<file path="config.mk">
export PLATFORM = sky130hd
export DESIGN_NAME = hyst_discrete_classifier
export DESIGN_NICKNAME = d
export VERILOG_FILES = /design/src/rtl/hdc_pkg.sv /design/src/rtl/hdc_cfg_regs.sv /design/src/rtl/hdc_channel.sv /design/src/rtl/hyst_discrete_classifier.sv
export SDC_FILE = /design/constraint.sdc
export NUM_CORES = 1
export LEC_CHECK = 0
export ABC_AREA = 1
export CORE_AREA = 2 2 104 116
export DETAILED_ROUTE_END_ITERATION = 7
export DIE_AREA = 0 0 106 118
export GPL_TIMING_DRIVEN = 0
export PLACE_DENSITY = 0.79
export RECOVER_POWER = 100
export SYNTH_ARGS = -nofsm -noshare
export SYNTH_HDL_FRONTEND = slang
export SYNTH_SLANG_ARGS = --single-unit
</file>
<file path="constraint.sdc">
create_clock -name clk -period 3 [get_ports clk]
set_clock_uncertainty 0.2 [all_clocks]
set_input_delay 0.45 -clock clk [delete_from_list [all_inputs] [get_ports clk]]
set_output_delay 0.45 -clock clk [all_outputs]
set_load 0.05 [all_outputs]
</file>
<file path="src/rtl/hdc_pkg.sv">
package hdc_pkg;

    localparam int THR_W      = 6;
    localparam int THR_FIELDS = 4;
    localparam int THR_WORD_W = THR_W * THR_FIELDS;

    typedef logic [THR_W-1:0] thr_code_t;

    typedef enum logic {
        SENSE_SUPPLY = 1'b0,
        SENSE_GROUND = 1'b1
    } sense_mode_e;

    // Packed MSB first, so a cast from the threshold word lands each field.
    typedef struct packed {
        thr_code_t gnd_lo;
        thr_code_t gnd_hi;
        thr_code_t sup_lo;
        thr_code_t sup_hi;
    } thr_set_t;

    typedef struct packed {
        thr_code_t hi;
        thr_code_t lo;
    } thr_pair_t;

    typedef enum logic [1:0] {
        HYS_HOLD = 2'd0,
        HYS_SET  = 2'd1,
        HYS_CLR  = 2'd2
    } hys_act_e;

    function automatic thr_pair_t pick_pair(input thr_set_t t, input sense_mode_e m);
        thr_pair_t p;
        if (m == SENSE_GROUND) begin
            p.hi = t.gnd_hi;
            p.lo = t.gnd_lo;
        end else begin
            p.hi = t.sup_hi;
            p.lo = t.sup_lo;
        end
        return p;
    endfunction

endpackage

</file>
<file path="src/rtl/hdc_cfg_regs.sv">
module hdc_cfg_regs
    import hdc_pkg::*;
#(
    parameter int NUM_CH = 8
) (
    input  logic                  clk,
    input  logic                  rst,
    input  logic                  cfg_load,
    input  logic [NUM_CH:0]       cfg_word,
    input  logic                  thr_load,
    input  logic [THR_WORD_W-1:0] thr_word,
    output logic [NUM_CH-1:0]     mode_q,
    output logic                  test_q,
    output thr_set_t              thr_q,
    output logic                  configured_q
);
    localparam int TEST_BIT = NUM_CH;

    always_ff @(posedge clk) begin
        if (rst) begin
            mode_q       <= '0;
            test_q       <= 1'b0;
            configured_q <= 1'b0;
        end else if (cfg_load) begin
            mode_q       <= cfg_word[NUM_CH-1:0];
            test_q       <= cfg_word[TEST_BIT];
            configured_q <= 1'b1;
        end
    end

    always_ff @(posedge clk) begin
        if (rst) begin
            thr_q <= '0;
        end else if (thr_load) begin
            thr_q <= thr_set_t'(thr_word);
        end
    end

endmodule

</file>
<file path="src/rtl/hdc_channel.sv">
module hdc_channel
    import hdc_pkg::*;
#(
    parameter int CODE_W = 8
) (
    input  logic              clk,
    input  logic              rst,
    input  logic              enable,
    input  logic              test_en,
    input  sense_mode_e       mode,
    input  logic [CODE_W-1:0] code,
    input  thr_set_t          thr,
    output logic              state
);
    localparam int PAD = CODE_W - THR_W;

    thr_pair_t         pair;
    logic [CODE_W-1:0] hi_ext;
    logic [CODE_W-1:0] lo_ext;
    hys_act_e          act;

    assign pair = pick_pair(thr, mode);

    generate
        if (PAD > 0) begin : g_pad
            assign hi_ext = {pair.hi, {PAD{1'b0}}};
            assign lo_ext = {pair.lo, {PAD{1'b0}}};
        end else begin : g_nopad
            assign hi_ext = pair.hi[THR_W-1 -: CODE_W];
            assign lo_ext = pair.lo[THR_W-1 -: CODE_W];
        end
    endgenerate

    always_comb begin
        if (!enable) begin
            act = HYS_CLR;
        end else if (test_en) begin
            act = (mode == SENSE_GROUND) ? HYS_SET : HYS_CLR;
        end else if (code > hi_ext) begin
            act = HYS_SET;
        end else if (code < lo_ext) begin
            act = HYS_CLR;
        end else begin
            act = HYS_HOLD;
        end
    end

    always_ff @(posedge clk) begin
        if (rst) begin
            state <= 1'b0;
        end else begin
            case (act)
                HYS_SET: state <= 1'b1;
                HYS_CLR: state <= 1'b0;
                default: state <= state;
            endcase
        end
    end

endmodule

</file>
<file path="src/rtl/hyst_discrete_classifier.sv">
module hyst_discrete_classifier
    import hdc_pkg::*;
#(
    parameter int NUM_CH = 8,
    parameter int CODE_W = 8
) (
    input  logic                     clk,
    input  logic                     rst,
    input  logic [NUM_CH*CODE_W-1:0] sense_codes,
    input  logic [NUM_CH:0]          cfg_word,
    input  logic                     cfg_load,
    input  logic [THR_WORD_W-1:0]    thr_word,
    input  logic                     thr_load,
    output logic [NUM_CH-1:0]        sensor_state,
    output logic [NUM_CH-1:0]        chan_en
);
    logic [NUM_CH-1:0] mode_q;
    logic              test_q;
    thr_set_t          thr_q;
    logic              configured_q;

    hdc_cfg_regs #(.NUM_CH(NUM_CH)) regs_i (
        .clk          (clk),
        .rst          (rst),
        .cfg_load     (cfg_load),
        .cfg_word     (cfg_word),
        .thr_load     (thr_load),
        .thr_word     (thr_word),
        .mode_q       (mode_q),
        .test_q       (test_q),
        .thr_q        (thr_q),
        .configured_q (configured_q)
    );

    assign chan_en = {NUM_CH{configured_q}};

    generate
        for (genvar i = 0; i < NUM_CH; i++) begin : g_ch
            hdc_channel #(.CODE_W(CODE_W)) ch_i (
                .clk     (clk),
                .rst     (rst),
                .enable  (configured_q),
                .test_en (test_q),
                .mode    (sense_mode_e'(mode_q[i])),
                .code    (sense_codes[i*CODE_W +: CODE_W]),
                .thr     (thr_q),
                .state   (sensor_state[i])
            );
        end
    endgenerate

endmodule

</file>
[Yosys cells after proc, flatten, opt, wreduce, memory -nomap -nowiden]
Index checks and enable logic that the tools add are counted.
Storage, ports and cells
  bits in writable memories: 0
  ROM bits: 0
  memories kept: 0
  output and inout port bits: 16
  input port bits: 101
  bits in registers: 42
  bits in latches: 0
Operators by class
  equal/unequal tests: 16
  add/sub/neg operators: 0
  shift operators: 0
  $lt $le $gt $ge: 16
  reductions and logical operators: 8
  multipliers: 0
  mux-type cells: 56
  div/mod/pow operators: 0
  bitwise operators: 0
Operator list (number)
  two-way mux 12 bit: 8
  two-way mux 2 bit: 40
  greater-than comparator 8 bit: 8
  < comparator 8 bit: 8
  == test 2 x 1 -> 1 bit, second input constant: 8
  == test 2 bit, second input constant: 8
  case mux 1 bit (2 select lines): 8
  nonzero test 2 bit: 8

[Logic depth before layout (Yosys ltp)]
Gate-level depths: netlist of the first run.
  depth in word-level cells: 8
  gate-level depth with buffers: 16
  depth with buffers taken out: 15

[By module]
From an unflattened synthesis of the first run, not the netlist that was laid out.
Second synthesis, totals
  cell total of the unflattened synthesis: 788
  area total of the unflattened synthesis: 5225.0 µm²
By module, submodules not included
  hdc_channel: instances 8, area each 473.0 µm², cells each 71
  hdc_cfg_regs: instances 1, area each 1381.3 µm², cells each 212
  hyst_discrete_classifier: instances 1, area each 60.1 µm², cells each 8

[Worst setup path before layout of the first run]
Ideal clock, no wire load.
  kind: register to register
  from: reg regs_i.mode_q[7]
  to: reg g_ch[7].ch_i.state
  arrival time: 1.871 ns
  data required time: 2.683 ns
  path slack: 0.812 ns
  library setup time: 0.117 ns
  cell stages (with the launch flop): 15
  cells stage by stage: dfxtp_1 -> buf_2 -> o21ai_0 -> ha_1 -> nand2_1 -> nor2_1 -> nand2_1 -> nand3_1 -> nand2_1 -> nand2_1 -> o21ai_1 -> ha_1 -> nor2_1 -> a21oi_1 -> nor2_1
Between the ends
  word-level cells in the longest chain between the ends: 8
RTL lines
  start: declaration: line hdc_cfg_regs.sv:12  | output logic [NUM_CH-1:0] mode_q,
  start signal: assignment: line hdc_cfg_regs.sv:25  | mode_q <= cfg_word[NUM_CH-1:0];
  two-way mux 12 bit: line hdc_pkg.sv:35  | if (m == SENSE_GROUND) begin
  < comparator 8 bit: line hdc_channel.sv:41  | end else if (code < lo_ext) begin
  two-way mux 2 bit: line hdc_channel.sv:41
  two-way mux 2 bit: line hdc_channel.sv:39  | end else if (code > hi_ext) begin
  two-way mux 2 bit (*): line hdc_channel.sv:37  | end else if (test_en) begin
  two-way mux 2 bit (*): line hdc_channel.sv:35  | if (!enable) begin
  == test 2 bit or == test 2 x 1 -> 1 bit (tied branches): line hdc_channel.sv:52  | case (act)
  case mux 1 bit (2 select lines) or nonzero test 2 bit (tied branches)
  end signal: assignment: line hdc_channel.sv:55  | default: state <= state;
  end: declaration: line hdc_channel.sv:13  | output logic state
Mark *: on every way between the ends. The rest lies on a longest branch, timed or not.
A chain may end at the register's enable or synchronous reset.

[Final worst setup path of the first run]
  from: reg, netlist name regs_i.thr_q[16]
  to: reg g_ch[6].ch_i.state
Between the ends
  word-level cells in the longest chain between the ends: 7
RTL lines (line)
  two-way mux 12 bit (*): hdc_pkg.sv:35
  greater-than comparator 8 bit (*): hdc_channel.sv:39
  two-way mux 2 bit (*): hdc_channel.sv:39
  two-way mux 2 bit (*): hdc_channel.sv:37
  two-way mux 2 bit (*): hdc_channel.sv:35
  == test 2 bit or == test 2 x 1 -> 1 bit (tied branches): hdc_channel.sv:52
  case mux 1 bit (2 select lines) or nonzero test 2 bit (tied branches)
  end signal: assignment: hdc_channel.sv:55
  end: declaration: hdc_channel.sv:13
Marked as above.

==> run_results.csv, run 1 <==
group,metric,value,unit
status,status,"finished clean",
setup_path,worst_path_largest_cell_delay,0.36,ns
timing,min_period,2.704,ns
global_route,met1_usage,0.3298,
synth,yosys.area.top_type,"ha_1",
setup_path,cp.arrival,2.68,ns
synth,synth_area,0.004888,mm2
global_route,use_met3,0.03488,
layout,layout.cells.non_filler,1054,
setup_path,cp_slowest_cell,"clkinv_1",
synth,synth-simple-area-share,0.2754,
detailed_routing,first_pass_iters,5,
run,max_cap_viol_count,0,
setup_path,endpoint_kind,"flop",
layout,fillerInstances,1124,
global_route,grt_pass1_vias,5313,
layout,multi_input_area,0.003513,mm2
synth,yosys_warnings,0,
timing,hold_violations,0,
floorplan,fp.coreArea,0.01134,mm2
clock_tree,post_cts_buffers,0,
synth,ys.flop_type,"dfxtp_1",
placed_design,hpwl,11590,um
setup_path,critPathBufInv,1,
floorplan,die-area,0.01251,mm2
clock_tree,cts_num_sinks,42,
timing,setup_tns,0,ns
clock_tree,hold_buffers,0,
clock_tree,cts-resized-gates,0,
timing,fmax,0.3698,GHz
timing,period_share,0.9013,
placed_design,place.gp.congestion,0.8665,
timing,rsz0062_at_grt,"false",
synth,synth_compound_area_frac,0.1976,
synth,synth_xor_area_frac,0,
timing,worst_slew_pin_slew,0.6981,ns
synth,synth_edf_count,0,
clock_tree,cts_tree,"built",
detailed_routing,vias_per_cell,5.250,
power_and_ir_drop,finalPower,2.279,mW
synth,synth.area.top_cells,"ha_1 25%, nand2_1 20%, dfxtp_1 17%, o21ai_0 9.0%, a21oi_1 5.3%",
global_route,grt_busiest_layer,"met2",
clock_tree,cts-root-buf,"clkbuf_16",
power_and_ir_drop,p_leak,2.980,nW
layout,antenna_cells,0,
timing,slew_violations,0,
global_route,overflow,0,
setup_path,cpMostUsedCell,"nand2_1",
floorplan,dieHeight,118,um
detailed_routing,wirelength,15940,um
floorplan,die_x,106,um
synth,syn_nets,978,
layout,drive_gt1_frac,0.06305,
placed_design,pre_cts_slack,0.3916,ns
clock_tree,clkTransAtPathRegs,0.07,ns
clock_tree,clockBufferDepth,2,
power_and_ir_drop,vdd_drop_max,0.2125,mV
synth,yosys_register_bits,42,
synth,synth_mux_area_frac,0,
synth,yosys.cell_types.count,17,
power_and_ir_drop,power_density,357.6,mW/mm2
setup_path,worst_ep_required_time,2.98,ns
setup_path,crit_type,"reg2reg",
setup_path,crit_chain,"clkinv_1 -> nand2_1 -> o21ai_0 -> ha_1 -> nand2_1 -> nor2_1 -> nand4_1 -> nand2_1 -> nand2_1 -> o21ai_0 -> ha_1 -> a21oi_1 -> nor2_1",
clock_tree,insertion_delay,0.29,ns
timing,setup_slack,0.2961,ns
detailed_routing,wl_per_cell,15.12,um
setup_path,critPathMaxFanout,9,
floorplan,rows,41,
placed_design,place_inst,1046,
timing,maxSlewHeadroom,0.5346,
synth,yosysMostFrequentCell,"nand2_1",
global_route,grt_pass1_wl,25600,um
detailed_routing,vias,5533,
detailed_routing,drc,0,
synth,ys_seq_area_frac,0.1720,
setup_path,startpoint_type,"flop",
synth,synthCells,781,
global_route,met2_usage,0.4379,
clock_tree,htreeDepth,2,
placed_design,io_buffers,115,
global_route,antenna_found_initial,0,
timing,setup_viol,0,
layout,area_growth,30.38,%
detailed_routing,antenna_left,0,
synth,avgSynthCellArea,6.259,um2
setup_path,critPathTopFamily,"simple AND/OR/NAND/NOR gates",
floorplan,start_util,0.4312,
synth,synthAdderAreaFrac,0.2457,
layout,seq_area,840.8,um2
global_route,grt_max_degree,17,
hold_path,worstHoldPathType,"in2reg",
clock_tree,cts_buffers,5,
global_route,grtUsageTotal,0.2594,
floorplan,io_pins,117,
synth,ys_top_cells_by_count,"262 x nand2_1, 96 x ha_1, 88 x o21ai_0",
synth,synth_top_cell_area_share,0.2457,
synth,synth_async_sr_flop_share,0,
synth,synth_top_family_by_area,"simple AND/OR/NAND/NOR gates",
layout,nNetsFinal,1100,
detailed_routing,drt_iter0_markers,495,
==> sequential cells by signal (all words and copies together), names as in the netlist <==
name / flops
g_ch.ch_i.state: 8
regs_i.thr_q: 24
regs_i.test_q: 1
regs_i.configured_q: 1
regs_i.mode_q: 8
==> through the flow <==
step	cell area, um2	hold WS, ns	util
after floorplan	4888	0.2556	-
after global placement	6227	0.2695	0.5493
after detailed placement	6227	0.2806	0.5493
after CTS	6381	0.2017	0.5629
after global routing	6374	0.2184	0.5622
final	6374	0.2030	0.5622
==> worst paths after layout <==
kind,start,to,cells after the start,slack [ns]
hold reg to reg,g_ch[0].ch_i.state,g_ch[0].ch_i.state,2,0.29
hold / removal,rst,regs_i.test_q,2,0.20
setup / recovery,regs_i.thr_q[16],g_ch[6].ch_i.state,13,0.30
setup reg to reg,regs_i.thr_q[16],g_ch[6].ch_i.state,13,0.30
==> final cells by class <==
type / instances / area share
timing repair buffer: 115 / 0.1806
clock inverter: 3 / 0.004515
inverter: 73 / 0.04299
multi-input combinational: 622 / 0.5512
buffer: 44 / 0.03965
clock buffer: 5 / 0.01963
tap: 150 / 0.02945
sequential: 42 / 0.1319
==> power breakdown <==
| group | switching, mW | internal [mW] |
|---|---|---|
| Clock | 0.254 | 0.319 |
| Combinational | 0.591 | 0.457 |
| Sequential | 0.0555 | 0.603 |
| Total | 0.901 | 1.38 |
==> cells by family after synthesis <==
logic type      after synthesis
simple gates                348
flops                        42
compound gates              178
buf+inv                     117
fa+ha+maj                    96
==> layout by cell type, fill, tap and decap left out <==
master | Yosys | final
a211oi_1 | 22 | 22
a21oi_1 | 52 | 52
buf_2 | 25 | 22
buf_4 | 17 | 16
clkbuf_1 | 2 | 6
clkbuf_16 | 0 | 5
clkdlybuf4s50_1 | 0 | 97
clkinv_1 | 11 | 11
clkinv_4 | 0 | 1
dfxtp_1 | 42 | 42
dlygate4sd3_1 | 0 | 18
ha_1 | 96 | 96
inv_1 | 49 | 51
inv_2 | 13 | 11
inv_6 | 0 | 1
inv_8 | 0 | 1
nand2_1 | 262 | 262
nand3_1 | 16 | 16
nand4_1 | 8 | 8
nor2_1 | 62 | 62
o21a_1 | 8 | 8
o21ai_0 | 88 | 94
o21ai_1 | 8 | 2
==> per-layer routing <==
layer  part of all wire  routed length [um]
met5                  0                   0
met4              0.034                 539
met3               0.10                1642
met2               0.46                7392
met1               0.40                6360
(Power assumes the default switching activity.)
==> run 2: changes to the inputs <==
- TNS_END_PERCENT: unset -> 20
==> results of run 2 <==
Same layout as run 1: the final DEF is identical, and so are final timing and power.
